$ cat src/rtl/frame_sync_rx.sv
module frame_sync_rx #(
  parameter int CW = 16,
  parameter int MW = 10
) (
  input  logic          clk,
  input  logic          rst_n,
  input  logic          byte_vld,
  input  logic          code_err,
  input  logic          sync_code,
  input  logic [CW-1:0] cfg_block_len,
  input  logic [CW-1:0] cfg_good_blocks,
  input  logic [CW-1:0] cfg_bad_blocks,
  input  logic [2:0]    rate_sel,
  output logic [1:0]    state_o,
  output logic          link_up,
  output logic          msg_pass
);

  localparam logic [1:0] ST_UNSYNC = 2'd0;
  localparam logic [1:0] ST_HUNT   = 2'd1;
  localparam logic [1:0] ST_MSG    = 2'd2;
  localparam logic [1:0] ST_SYNC   = 2'd3;
  localparam logic [CW-1:0] RUN_MAX = '1;
  localparam logic [MW-1:0] MCNT_MAX = '1;

  logic [1:0]    state_q, state_d;
  logic [CW-1:0] bcnt_q, good_q, bad_q;
  logic          bbad_q;
  logic [MW-1:0] mcnt_q;
  logic [2:0]    rate_q;

  wire [CW-1:0] blk_len  = (cfg_block_len   == '0) ? CW'(1) : cfg_block_len;
  wire [CW-1:0] good_thr = (cfg_good_blocks == '0) ? CW'(1) : cfg_good_blocks;
  wire [CW-1:0] bad_thr  = (cfg_bad_blocks  == '0) ? CW'(1) : cfg_bad_blocks;
  wire [2:0]    rate_in  = (rate_sel == 3'd1 || rate_sel == 3'd2 || rate_sel == 3'd4) ? rate_sel : 3'd1;
  wire [MW-1:0] sync_m   = MW'({rate_q, 7'b0}) - MW'(1);

  wire          sync_hit = byte_vld & sync_code & ~code_err;
  wire          blk_end  = byte_vld && (bcnt_q == blk_len - CW'(1));
  wire          blk_bad  = bbad_q | code_err;
  wire          good_end = blk_end & ~blk_bad;
  wire          bad_end  = blk_end & blk_bad;
  wire [CW:0]   good_nx  = {1'b0, good_q} + 1'b1;
  wire [CW:0]   bad_nx   = {1'b0, bad_q} + 1'b1;
  wire          chg      = (state_d != state_q);

  always_comb begin
    state_d = state_q;
    if (bad_end && bad_nx >= {1'b0, bad_thr}) state_d = ST_UNSYNC;
    else if (byte_vld) begin
      case (state_q)
        ST_UNSYNC: if (good_end && good_nx >= {1'b0, good_thr}) state_d = ST_HUNT;
        ST_HUNT:   if (sync_hit) state_d = ST_MSG;
        ST_MSG:    if (sync_hit) state_d = (mcnt_q == sync_m) ? ST_SYNC : ST_HUNT;
        default:   state_d = state_q;
      endcase
    end
  end

  always_ff @(posedge clk) begin
    if (!rst_n) begin
      state_q <= ST_UNSYNC;
      bcnt_q  <= '0;
      bbad_q  <= 1'b0;
      good_q  <= '0;
      bad_q   <= '0;
      mcnt_q  <= '0;
      rate_q  <= 3'd1;
    end else begin
      state_q <= state_d;
      if (state_q == ST_UNSYNC) rate_q <= rate_in;
      if (byte_vld) begin
        if (blk_end || chg) begin
          bcnt_q <= '0;
          bbad_q <= 1'b0;
        end else begin
          bcnt_q <= bcnt_q + CW'(1);
          bbad_q <= blk_bad;
        end
        if (good_end) begin
          good_q <= (good_q == RUN_MAX) ? good_q : good_q + CW'(1);
          bad_q  <= '0;
        end else if (bad_end) begin
          bad_q  <= (bad_q == RUN_MAX) ? bad_q : bad_q + CW'(1);
          good_q <= '0;
        end
        if (state_d == ST_MSG && state_q != ST_MSG) mcnt_q <= '0;
        else if (state_q == ST_MSG && !sync_hit && mcnt_q != MCNT_MAX) mcnt_q <= mcnt_q + MW'(1);
      end
    end
  end

  assign state_o  = state_q;
  assign link_up  = (state_q == ST_SYNC);
  assign msg_pass = link_up & byte_vld & ~code_err;

  AST_SYNC_FROM_MSG: assert property (@(posedge clk) disable iff (!rst_n)
    (state_q == ST_SYNC && $past(state_q) != ST_SYNC) |-> $past(state_q) == ST_MSG);
  AST_HUNT_ENTRY: assert property (@(posedge clk) disable iff (!rst_n)
    (state_q == ST_HUNT && $past(state_q) != ST_HUNT) |-> ($past(state_q) == ST_UNSYNC || $past(state_q) == ST_MSG));
  AST_MSG_ENTRY: assert property (@(posedge clk) disable iff (!rst_n)
    (state_q == ST_MSG && $past(state_q) != ST_MSG) |-> $past(byte_vld && sync_code && !code_err));
  AST_IDLE_HOLD: assert property (@(posedge clk) disable iff (!rst_n)
    !byte_vld |=> $stable(state_q));
  AST_RATE_FROZEN: assert property (@(posedge clk) disable iff (!rst_n)
    ($past(state_q) != ST_UNSYNC) |-> $stable(rate_q));
  AST_PASS_GATED: assert property (@(posedge clk) disable iff (!rst_n)
    msg_pass |-> (byte_vld && state_o == ST_SYNC));

endmodule

$ cat config.mk
export PLATFORM = sky130hd
export DESIGN_NAME = frame_sync_rx
export DESIGN_NICKNAME = d
export VERILOG_FILES = /design/src/rtl/frame_sync_rx.sv
export SDC_FILE = /design/constraint.sdc
export NUM_CORES = 1
export LEC_CHECK = 0
export ABC_AREA = 1
export BUFFER_PORTS_ARGS = -buffer_cell sky130_fd_sc_hd__buf_4
export CAP_MARGIN = 20
export CORE_MARGIN = 8
export CORE_UTILIZATION = 45
export CTS_CLUSTER_DIAMETER = 120
export DETAILED_ROUTE_END_ITERATION = 8
export GPL_TIMING_DRIVEN = 0
export MAX_ROUTING_LAYER = met4
export PLACE_DENSITY = 0.62
export SETUP_SLACK_MARGIN = 0.15
export SYNTH_ARGS = -nofsm -noshare
export SYNTH_HDL_FRONTEND = slang
export SYNTH_SLANG_ARGS = --single-unit
export TNS_END_PERCENT = 20
$ cat constraint.sdc
create_clock -name clk -period 6.3 [get_ports clk]
set_input_delay 1.26 -clock clk [delete_from_list [all_inputs] [get_ports clk]]
set_output_delay 1.26 -clock clk [all_outputs]
set_load 0.02 [all_outputs]
==> reports/metrics.csv <==
metric;value;unit
Main synth FF type;sky130_fd_sc_hd__dfxtp_1;
# port buffers;59;
initial antenna violation count;0;
biggest area contributors in the synthesized netlist;sky130_fd_sc_hd__dfxtp_1 23%, sky130_fd_sc_hd__nand2_1 13%, sky130_fd_sc_hd__inv_1 9.4%, sky130_fd_sc_hd__ha_1 8.7%, sky130_fd_sc_hd__xor2_1 6.3%;
share of the cycle needed by the critical path after routing;0.6624;
number of setup buffers added after CTS;0;
Max Clock Skew;8.813;ps
Final setup violation count;0;
warning count from the yosys run;0;
height of the die;126.1;um
WP data required;6510;ps
ratio of cells with drive above 1 in the final layout;0.1556;
unrepaired setup endpoints after global routing;false;
result of the run;complete, no violations;
Inserted Clock Buffers;9;
number of remaining DRC errors;0;
final routed wirelength across all metal layers;13340;um
Total Negative Setup Slacks;0;ps
number of clock sinks;64;
synth-to-layout area growth;16.68;%
max-slew violation total from the final report;0;
placement row count;40;
post-synthesis instance area;5454;um2
GR Util All Layers;0.1765;
Synth top cells by count;182 x sky130_fd_sc_hd__nand2_1, 136 x sky130_fd_sc_hd__inv_1, 66 x sky130_fd_sc_hd__nor2_1;
Clock Latency Late Sink;330;ps
vias in the first global route;5081;
worst hold path type;reg -> reg;
relative slew slack;0.5340;
Detailed Route Iter0 Violations;345;
library cell with the largest summed area after synthesis;sky130_fd_sc_hd__dfxtp_1;
power density cells;158.4;nW/um2
area enclosed by the die boundary;15900;um2
diode insertion count for antenna repair;0;
HP Start;mcnt_q[4];
largest net degree at the start of global routing;13;
RePlAce Congestion;0.8846;
CTS root buffer;sky130_fd_sc_hd__clkbuf_16;
origin of the worst setup path;good_q[0];
total vias in the final route;5205;
Arr. time, crit path;4380;ps
final core area utilization;0.5342;
total power after layout;1.008;mW
average cell area after synthesis;6.717;um2
Yosys cell types;47;
Routed Antenna Nets;0;
final hold violation count;0;
most numerous cell in the Yosys netlist;sky130_fd_sc_hd__nand2_1;
leakage component of the power;3.044;nW
Worst R2R Start;good_q[0];
peak supply drop;104.0;uV
first-pass GRT wire length;22880;um
boundary pin count;60;
synthesis-stage register bit count;64;
CTS H-Tree Depth;3;
transition time at the pin with the least slew margin;699.0;ps
overall die width;126.1;um
half-perimeter wire length of the detailed placement result;10920;um
CP Max Fanout;10;
maximum capacitance violations;0;
switching share of power;0.2660;
core box area;11910;um2
Critical Path Sink Type;flop;
Post-CTS Hold Fix Bufs;0;
gate count of the mapped netlist;812;
worst hold slack;452.4;ps
power spent charging and discharging nets;0.2681;mW
Post-synth EDFFs;0;
count of nets after finishing;976;
post-synthesis net count;906;
Comb power frac;0.130;
kind of critical path;reg -> reg;
starting utilization of the core area;0.4579;
buffer depth of the longest clock path;2;
CP startpoint kind;flop;
post-synthesis sequential area ratio;0.2349;
total global routing overflow;0;
fraction of registers with async set or reset after synthesis;0;
internal power;0.7401;mW
CTS tree;yes;
via/cell ratio;5.034;
post-synth top area share;0.2349;
sequential cell fraction of total power;0.407;
average detailed-routed wire length per instance;12.90;um
Final Critical Period;4173;ps
number of instances resized during post-cts repair;0;
fraction of power consumed by the clock network;0.463;
Max Fclk;239.6;MHz
Initial DRT Pass Iterations;5;
clock-pin slew on the worst setup and hold paths;60;ps
final timing paths:
path	to	slack (ps)	cells after the start
max	bcnt_q[13]	2130	26
min	mcnt_q[4]	450	2
max reg2reg	bcnt_q[13]	2130	26
min reg2reg	mcnt_q[4]	450	2
worst max-delay path, stage by stage (launching register included):
cell and delay [ps]:
sky130_fd_sc_hd__dfxtp_1 430, sky130_fd_sc_hd__nand3_1 160, sky130_fd_sc_hd__nor3_1 280, sky130_fd_sc_hd__nand2_1 80, sky130_fd_sc_hd__nor2_1 180, sky130_fd_sc_hd__nand3_1 160
sky130_fd_sc_hd__inv_1 80, sky130_fd_sc_hd__nand3_1 100, sky130_fd_sc_hd__nor3_1 260, sky130_fd_sc_hd__nand3_1 140, sky130_fd_sc_hd__xor2_1 240, sky130_fd_sc_hd__inv_1 70
sky130_fd_sc_hd__ha_1 330, sky130_fd_sc_hd__nand4_1 120, sky130_fd_sc_hd__nor4_1 300, sky130_fd_sc_hd__nand2_1 80, sky130_fd_sc_hd__nand3_1 130, sky130_fd_sc_hd__nand2_1 60
sky130_fd_sc_hd__inv_1 60, sky130_fd_sc_hd__nand3_1 90, sky130_fd_sc_hd__nand2_1 120, sky130_fd_sc_hd__nand2_2 60, sky130_fd_sc_hd__nand2_1 70, sky130_fd_sc_hd__nand2_2 70
sky130_fd_sc_hd__nand3_4 120, sky130_fd_sc_hd__buf_8 220, sky130_fd_sc_hd__nor2_4 30
logic make-up after synthesis:
group / count (synthesis) / share of synthesized area
simple gates: 405 / 0.3735
buf+inv: 153 / 0.1099
compound gates: 98 / 0.1078
flops: 64 / 0.2349
xor+xnor: 54 / 0.08672
fa+ha+maj: 38 / 0.08718
stage by stage:
step / cells / setup slack [ps] / cell area (um2)
floorplan: 812 / 2536 / 5454
global placement: 1018 / 1994 / 6081
detailed placement: 1018 / 1920 / 6081
CTS: 1034 / 2120 / 6364
global route: 1034 / 1674 / 6364
finish: 1034 / 2127 / 6364
placed cells by master (no fill, tap or decap), drive strengths merged, types with 14 or more instances in the layout:
cell / instances
nand2: 190
inv: 144
nor2: 89
buf: 65
dfxtp: 64
a21oi: 57
nand3: 53
xor2: 39
ha: 38
nor3: 27
nand4: 26
o21ai: 19
xnor2: 15
clkbuf: 14
registers in the layout, indices dropped and copies added, names as in the netlist:
register,count
bad_q,16
bcnt_q,16
good_q,16
mcnt_q,10
rate_q,3
state_o,2
bbad_q,1
layer usage:
metal / GRT usage / routed length [um]
met5: - / 0
met4: 0.05520 / 231
met3: 0.03333 / 398
met2: 0.2940 / 6373
met1: 0.2115 / 6332
final cells by class:
class | instances | area, um2
plain buffers | 10 | 62.56
clock buffers | 10 | 239.0
clock inverters | 6 | 43.79
fillers | 1207 | 5548
inverters | 143 | 536.8
multi-input cells | 595 | 3573
flip-flops and latches | 64 | 1281
well taps | 147 | 183.9
repair buffers | 59 | 442.9
power groups by stage:
stage | registers, mW | logic, mW | clock network [mW]
2_1_floorplan | 0.419 | 0.0772 | 0
3_3_place_gp | 0.419 | 0.129 | 0
3_5_place_dp | 0.419 | 0.132 | 0
4_1_cts | 0.410 | 0.132 | 0.478
5_1_grt | 0.410 | 0.148 | 0.503
6_report | 0.410 | 0.131 | 0.467
Power figures use the tool's default switching activity.
